[src/rtl/chardisp_pkg.sv]
package chardisp_pkg;

    localparam int CHAR_W = 8;
    localparam logic [CHAR_W-1:0] CODE_CR    = 8'h0D;
    localparam logic [CHAR_W-1:0] CODE_BLANK = 8'h20;

    // access length code: length = 1 << code
    typedef enum logic [1:0] {
        ACC_B1 = 2'd0,
        ACC_B2 = 2'd1,
        ACC_B4 = 2'd2,
        ACC_B8 = 2'd3
    } acc_size_e;

    typedef enum logic [1:0] {
        TX_IDLE  = 2'd0,
        TX_BLANK = 2'd1,
        TX_CR    = 2'd2,
        TX_CHARS = 2'd3
    } tx_state_e;

    typedef struct packed {
        logic              valid;
        logic [CHAR_W-1:0] data;
    } beat_t;

    function automatic int lanes_of(acc_size_e s);
        return 1 << s;
    endfunction

endpackage

[src/rtl/chardisp_buffer.sv]
module chardisp_buffer
    import chardisp_pkg::*;
#(
    parameter int NUM_CHARS = 8,
    localparam int IDX_W  = $clog2(NUM_CHARS),
    localparam int DATA_W = NUM_CHARS * CHAR_W
) (
    input  logic              clk,
    input  logic              rst,
    input  logic              wr_en,
    input  logic [IDX_W-1:0]  offset,
    input  acc_size_e         size,
    input  logic [DATA_W-1:0] wdata,
    output logic [DATA_W-1:0] rdata,
    input  logic [IDX_W-1:0]  char_idx,
    output logic [CHAR_W-1:0] char_out
);

    logic [CHAR_W-1:0] entry_q [NUM_CHARS];

    generate
        for (genvar e = 0; e < NUM_CHARS; e++) begin : g_entry
            // lane that lands on entry e for this offset (mod NUM_CHARS)
            logic [IDX_W-1:0] lane;
            assign lane = IDX_W'(e) - offset;

            always_ff @(posedge clk) begin
                if (rst) begin
                    entry_q[e] <= '0;
                end else if (wr_en && (int'(lane) < lanes_of(size))) begin
                    entry_q[e] <= wdata[int'(lane)*CHAR_W +: CHAR_W];
                end
            end
        end
    endgenerate

    always_comb begin
        rdata = '0;
        for (int i = 0; i < NUM_CHARS; i++) begin
            logic [IDX_W-1:0] src;
            src = offset + IDX_W'(i);
            if (i < lanes_of(size)) begin
                rdata[i*CHAR_W +: CHAR_W] = entry_q[src];
            end
        end
    end

    assign char_out = entry_q[char_idx];

endmodule

[src/rtl/chardisp_streamer.sv]
module chardisp_streamer
    import chardisp_pkg::*;
#(
    parameter int NUM_CHARS = 8,
    localparam int IDX_W = $clog2(NUM_CHARS)
) (
    input  logic              clk,
    input  logic              rst,
    input  logic              start_refresh,
    input  logic              sink_connected,
    input  logic              out_ready,
    input  logic [CHAR_W-1:0] char_in,
    output logic [IDX_W-1:0]  char_idx,
    output logic              busy,
    output beat_t             beat
);

    tx_state_e        state_q;
    logic [IDX_W-1:0] idx_q;
    logic             blank_done_q;
    logic             blank_pending;

    assign blank_pending = sink_connected && !blank_done_q;
    assign busy          = (state_q != TX_IDLE) || blank_pending;
    assign char_idx      = idx_q;

    always_ff @(posedge clk) begin
        if (rst) begin
            state_q      <= TX_IDLE;
            idx_q        <= '0;
            blank_done_q <= 1'b0;
        end else begin
            unique case (state_q)
                TX_IDLE: begin
                    if (blank_pending) begin
                        state_q      <= TX_BLANK;
                        blank_done_q <= 1'b1;
                    end else if (start_refresh) begin
                        state_q <= TX_CR;
                    end
                end
                TX_BLANK: if (out_ready) state_q <= TX_IDLE;
                TX_CR: begin
                    if (out_ready) begin
                        state_q <= TX_CHARS;
                        idx_q   <= '0;
                    end
                end
                TX_CHARS: begin
                    if (out_ready) begin
                        if (idx_q == IDX_W'(NUM_CHARS - 1)) begin
                            state_q <= TX_IDLE;
                        end
                        idx_q <= idx_q + 1'b1;
                    end
                end
                default: state_q <= TX_IDLE;
            endcase
        end
    end

    always_comb begin
        beat.valid = (state_q != TX_IDLE);
        unique case (state_q)
            TX_BLANK: beat.data = CODE_BLANK;
            TX_CR:    beat.data = CODE_CR;
            TX_CHARS: beat.data = char_in;
            default:  beat.data = '0;
        endcase
    end

endmodule

[src/rtl/chardisp_top.sv]
module chardisp_top
    import chardisp_pkg::*;
#(
    parameter int NUM_CHARS = 8,
    localparam int IDX_W  = $clog2(NUM_CHARS),
    localparam int DATA_W = NUM_CHARS * CHAR_W
) (
    input  logic              clk,
    input  logic              rst,
    input  logic              req_valid,
    input  logic              req_write,
    input  logic [IDX_W-1:0]  req_offset,
    input  logic [1:0]        req_size,
    input  logic [DATA_W-1:0] req_wdata,
    output logic              req_ready,
    output logic              rsp_valid,
    output logic [DATA_W-1:0] rsp_rdata,
    input  logic              sink_connected,
    output logic              out_valid,
    output logic [CHAR_W-1:0] out_data,
    input  logic              out_ready
);

    logic              busy;
    logic              wr_acc;
    logic              rd_acc;
    logic [DATA_W-1:0] rd_lanes;
    logic [IDX_W-1:0]  char_idx;
    logic [CHAR_W-1:0] char_val;
    beat_t             beat;

    assign req_ready = !req_write || !busy;
    assign wr_acc    = req_valid && req_write && !busy;
    assign rd_acc    = req_valid && !req_write;

    chardisp_buffer #(.NUM_CHARS(NUM_CHARS)) buf_i (
        .clk      (clk),
        .rst      (rst),
        .wr_en    (wr_acc),
        .offset   (req_offset),
        .size     (acc_size_e'(req_size)),
        .wdata    (req_wdata),
        .rdata    (rd_lanes),
        .char_idx (char_idx),
        .char_out (char_val)
    );

    chardisp_streamer #(.NUM_CHARS(NUM_CHARS)) tx_i (
        .clk            (clk),
        .rst            (rst),
        .start_refresh  (wr_acc),
        .sink_connected (sink_connected),
        .out_ready      (out_ready),
        .char_in        (char_val),
        .char_idx       (char_idx),
        .busy           (busy),
        .beat           (beat)
    );

    always_ff @(posedge clk) begin
        if (rst) begin
            rsp_valid <= 1'b0;
            rsp_rdata <= '0;
        end else begin
            rsp_valid <= rd_acc;
            if (rd_acc) rsp_rdata <= rd_lanes;
        end
    end

    assign out_valid = beat.valid;
    assign out_data  = beat.data;

endmodule

[config.mk]
export PLATFORM = sky130hd
export DESIGN_NAME = chardisp_top
export DESIGN_NICKNAME = d
export VERILOG_FILES = /design/src/rtl/chardisp_pkg.sv /design/src/rtl/chardisp_buffer.sv /design/src/rtl/chardisp_streamer.sv /design/src/rtl/chardisp_top.sv
export SDC_FILE = /design/constraint.sdc
export NUM_CORES = 1
export LEC_CHECK = 0
export ABC_AREA = 1
export BUFFER_PORTS_ARGS = -buffer_cell sky130_fd_sc_hd__buf_4
export CAP_MARGIN = 40
export CORE_ASPECT_RATIO = 0.6
export CORE_MARGIN = 8
export CORE_UTILIZATION = 45
export DETAILED_ROUTE_END_ITERATION = 10
export PLACE_DENSITY = 0.68
export SYNTH_ARGS = -nofsm -noshare
export SYNTH_HDL_FRONTEND = slang
export SYNTH_SLANG_ARGS = --single-unit
[constraint.sdc]
create_clock -name clk -period 2.9 [get_ports clk]
set_clock_uncertainty 0.2 [all_clocks]
set_input_delay 0.145 -clock clk [delete_from_list [all_inputs] [get_ports clk]]
set_output_delay 0.145 -clock clk [all_outputs]
set_load 0.02 [all_outputs]
Word level (Yosys, flattened, before mapping)
Memories as Yosys holds them, arrays and structs flattened. A register that Yosys moved wholly into a read port is not among the register bits.
Cells that the tools add are included.
{"block": "totals", "ff_bits": 71, "input_bits": 75, "word_cells": 142, "memories": 1, "ram_bits": 64, "out_inout_bits": 75}
{"memory": "buf_i.entry_q", "words": 8, "width": 8, "rd": 9, "rd_ports_with_merged_regs": 1, "wr": 8, "line_no": "chardisp_buffer.sv:19", "text": "logic [CHAR_W-1:0] entry_q [NUM_CHARS];"}
{"block": "classes", "n_addsub": 16, "magnitude_cmp": 16, "bitwise": 8, "n_mux": 55, "n_eq_ne": 9, "shifts": 9, "reduce_logical": 23}
{"operator": "64-bit by 7-bit variable part select with 8-bit output", "n": 8}
{"operator": "4-bit by 32-bit less-than comparator with 1-bit output", "n": 8}
{"operator": "4-bit by 32-bit less-than comparator with 1-bit output (first input constant)", "n": 4}
{"operator": "8-bit 2-to-1 mux", "n": 16}
{"operator": "3-bit by 32-bit less-than comparator with 1-bit output (first input constant)", "n": 2}
{"operator": "1-bit by 32-bit less-than comparator with 1-bit output (first input constant)", "n": 1}
{"operator": "2-bit by 32-bit less-than comparator with 1-bit output (first input constant)", "n": 1}
{"operator": "1-bit by 2-bit << shifter with 32-bit output (first input constant)", "n": 1}
{"operator": "1-bit 2-to-1 mux", "n": 26}
{"operator": "8-bit case mux with 3 select lines", "n": 1}
{"operator": "3-bit adder (second input constant)", "n": 4}
{"operator": "1-bit logical AND", "n": 12}
{"operator": "2-bit 2-to-1 mux", "n": 6}
{"operator": "3-bit 2-to-1 mux", "n": 4}
{"operator": "3-bit subtractor (first input constant)", "n": 4}
{"operator": "1-bit bitwise OR", "n": 8}
{"operator": "2-bit case mux with 4 select lines", "n": 1}
{"operator": "3-bit by 1-bit adder with 3-bit output (second input constant)", "n": 2}
{"operator": "3-bit by 2-bit adder with 3-bit output (second input constant)", "n": 2}
{"operator": "2-bit != test (second input constant)", "n": 3}
{"operator": "3-bit case mux with 2 select lines", "n": 1}
{"operator": "1-bit by 3-bit subtractor with 3-bit output (first input constant)", "n": 2}
{"operator": "2-bit by 3-bit subtractor with 3-bit output (first input constant)", "n": 2}
{"operator": "5-bit AND reduction", "n": 1}
{"operator": "11 further kinds", "n": 16}

Depth between registers and ports, before layout
{"block": "depth", "depth_word": 10, "depth_mapped": 14, "depth_no_buf": 10}

Hierarchy
A second synthesis with hierarchy kept.
{"block": "unflattened", "cells_unflattened": 1907, "area_unflattened_um2": 11444.7}
{"module": "chardisp_buffer", "area_each_um2": 8017.7, "seq_area_each_um2": 1921.8, "cells_per_inst": 1426, "instances": 1}
{"module": "chardisp_top", "area_each_um2": 3031.7, "seq_area_each_um2": 1301.2, "cells_per_inst": 418, "instances": 1}
{"module": "chardisp_streamer", "area_each_um2": 395.4, "seq_area_each_um2": 120.1, "cells_per_inst": 63, "instances": 1}

Worst setup path after synthesis
OpenSTA, ideal clock, no wires.
{"block": "synth_timing", "path_kind": "input port to flip-flop", "from": "input port req_offset[1]", "to": "memory buf_i.entry_q[2][0] (enable)", "path_slack_ns": 0.154, "t_required_ns": 2.371, "t_arrival_ns": 2.218, "stages": 13, "path_buffers": 4, "setup_time_ns": 0.329, "path_cell_list": "inv_1 buf_4 clkbuf_1 ha_1 inv_1 buf_2 clkbuf_1 ha_1 nand2_1 nand3_1 nand2_1 nand2_1 nand2_1"}
{"element": "from (decl)", "line_no": "chardisp_top.sv:12", "text": "input logic [IDX_W-1:0] req_offset,"}
{"element": "to (decl)", "line_no": "chardisp_buffer.sv:19"}

==> impl_metrics.tcl <==
set metrics [dict create \
    status "completed" \
    first_global_vias 11081 \
    final_antenna_net_count 0 \
    min_to "rsp_rdata[2]$_SDFFE_PP0P_" \
    row_count 43 \
    routed_wirelength_um 47000 \
    cts-buffers-inserted 17 \
    htreeDepth 4 \
    nFillCells 2392 \
    period_share 0.905 \
    grt_max_degree 122 \
    hold_violations 0 \
    drive_gt1_frac 0.124 \
    vias_per_cell 5.84 \
    min_period_ns 2.62 \
    yosysSeqAreaShare 0.317 \
    p_sw_w 0.00245 \
    hold_start "req_valid" \
    ioPinCount 150 \
    syn_area_per_cell_um2 5.99 \
    grt_use_total 0.308 \
    ys_ff_latch 138 \
    yosysTopAreaCell "nand2_1" \
    syn-num-nets 1878 \
    core-area_um2 23200 \
    num_vias 12917 \
    rsz0062_at_grt "false" \
    netlist_area_um2 10700 \
    r2r-end "buf_i.entry_q[4][2]$_SDFFCE_PN0P_" \
    multi_input_area_um2 6240 \
    max_freq_mhz 381 \
    cp.arrival_ns 2.28 \
    swShare 0.369 \
    detailed_place_hpwl_um 36400 \
    drt-initial-drc-count 2064 \
    area_growth_pct 18.3 \
    die_h_um 136 \
    clk_latency_ns 0.44 \
    final_util 0.547 \
    avgRoutedWirePerCell_um 21.2 \
    die_w_um 215 \
    maxCapViolations 0 \
    dieArea_um2 29200 \
    hold_depth 6 \
    yosys_warnings 0 \
    clk_pin_slew_ns 0.06 \
    share_seq_of_total_power 0.363 \
    rrSetupSlack_ns 0.80 \
    p_per_area_nw_per_um2 523 \
    start_util 0.462 \
    report.final.slew_viol_count 0 \
    numPortBuffers 149 \
    finalSetupViolations 0 \
    drc_errors 0 \
    async_reset_ff_frac 0 \
    relSlewSlack 0.453 \
    overflow 0 \
    regArea_um2 3400 \
    pwr-share-comb 0.300 \
    grt_antenna_before_repair 2 \
    synth_edf_count 64 \
    drt_first_pass_iters 8 \
    clock_path_buffers 2 \
    hp-class "input port to register" \
    grt_pass1_wl_um 68300 \
    peakVddDrop_mv 0.433 \
    root_buffer "clkbuf_16" \
    worst-r2r-cell-count 6 \
    gp_congestion 1.07 \
    tritoncts "yes" \
    nNetsFinal 1968 \
    tightest_slew_ns 0.812 \
    critPathLaunchType "register" \
    crit_path_end_kind "output port" \
    synth_top_area_frac 0.230 \
    cp_max_fo 25 \
    synthCells 1793 \
    yosys.cell_types.count 27 \
    final.setup.tns_ns 0 \
    power_frac_clock 0.336 \
    ys.flop_type "dfxtp_1" \
    cts_setup_buffers 0 \
    rr_startpoint "tx_i.state_q[1]$_SDFFE_PP0P_" \
    p_leak_nw 6.10 \
    yosys-top-cells-area "nand2_1, edfxtp_1, nand3_1" \
    criticalPathCategory "register to output port" \
    cp_data_required_time_ns 2.56 \
    clkSinkCount 138 \
    p_int_w 0.00419 \
]
==> synthesized netlist by cell type, types with 15 or more instances <==
| cell type | n |
|---|---|
| buf_2 | 36 |
| inv_1 | 144 |
| buf_1 | 15 |
| nand3_1 | 343 |
| o21ai_0 | 86 |
| nand2_1 | 657 |
| clkbuf_1 | 62 |
| edfxtp_1 | 64 |
| a21oi_1 | 61 |
| dfxtp_1 | 74 |
| nor2_1 | 137 |
| o211ai_1 | 67 |
==> power groups by stage <==
stage               combinational, W  clock, W  sequential (W)
CTS                          0.00194   0.00224         0.00238
global placement             0.00191         0         0.00243
floorplan                    0.00127         0         0.00233
global route                 0.00219   0.00232         0.00240
finish                       0.00199   0.00224         0.00241
detailed placement           0.00192         0         0.00242
==> per-stage QoR <==
| step | area [µm²] | setup WS [ns] | hold WS [ns] | total power (W) | instances |
|---|---|---|---|---|---|
| after floorplan | 10700 | 0.154 | 0.0897 | 0.00360 | 1793 |
| after global placement | 12100 | 0.488 | 0.205 | 0.00433 | 2176 |
| after detailed placement | 12100 | 0.500 | 0.210 | 0.00434 | 2176 |
| after CTS | 12700 | 0.323 | 0.0664 | 0.00657 | 2211 |
| after global routing | 12700 | 0.0987 | 0.129 | 0.00691 | 2213 |
| final | 12700 | 0.275 | 0.0876 | 0.00664 | 2213 |
==> registers in the layout (all words and copies together) (netlist names), named ones only <==
name and count:
buf_i.entry_q 64, rsp_rdata 64, tx_i.char_idx 3, tx_i.state_q 2
rsp_valid 1, tx_i.blank_done_q 1
==> cell type report <==
cell class | instances | share of cell area
multi-input cells | 1381 | 0.491
flip-flops and latches | 138 | 0.268
repair buffers | 190 | 0.117
inverters | 155 | 0.0458
clock buffers | 18 | 0.0346
well taps | 315 | 0.0310
clock inverters | 14 | 0.0121
diodes | 2 | 0.000394
==> routing by layer <==
layer	wire length (µm)	GRT usage
met5	329	0.0799
met4	877	0.0712
met3	7560	0.151
met2	17500	0.394
met1	20700	0.442
==> layout by cell type, fill, tap and decap left out, drive strengths merged <==
| cell | synthesis | final |
|---|---|---|
| clkinv | 6 | 18 |
| diode | 0 | 2 |
| inv | 149 | 147 |
| or2 | 7 | 7 |
| o31ai | 1 | 1 |
| o21ai | 87 | 87 |
| nor2 | 139 | 139 |
| dlygate4sd3 | 0 | 3 |
| o211ai | 67 | 67 |
| o22ai | 4 | 4 |
| edfxtp | 64 | 64 |
| ha | 10 | 10 |
| buf | 57 | 187 |
| clkinvlp | 0 | 1 |
| bufinv | 0 | 3 |
| nor3 | 2 | 2 |
| dfxtp | 74 | 74 |
| clkbuf | 62 | 18 |
| a21oi | 61 | 61 |
| nand3 | 346 | 346 |
| nand2 | 657 | 657 |
==> logic make-up after synthesis <==
| kind of cell | share of synthesized area |
|---|---|
| compound gates | 0.119 |
| flops | 0.317 |
| simple gates | 0.450 |
| fa+ha+maj | 0.0117 |
| buf+inv | 0.102 |
==> worst max path at each step <==
stage	startpoint	to	slack, ns	depth (start not counted)
global placement	req_offset[0]	buf_i.entry_q[6][0]$_SDFFCE_PN0P_	0.49	10
floorplan	req_offset[1]	buf_i.entry_q[2][0]$_SDFFCE_PN0P_	0.15	13
global route	register	out_data[7]	0.1	6
detailed placement	req_offset[0]	buf_i.entry_q[2][4]$_SDFFCE_PN0P_	0.50	11
finish	register	out_data[6]	0.28	6
CTS	register	out_data[6]	0.32	6
==> worst max-delay path, stage by stage, from the launching register on <==
cell and delay, ns:
dfxtp_1 0.65, inv_2 0.32, o21ai_0 0.23, o21ai_0 0.17, o21ai_0 0.20, nor2_1 0.10
buf_4 0.17
==> repair_timing <==
| item | CTS | global route |
|---|---|---|
| hold buffers | 3 | 0 |
| resized for setup | 0 | 0 |
| endpoints found under the hold margin | 14 | 0 |
Note: power is estimated with default switching activity, not from simulation.
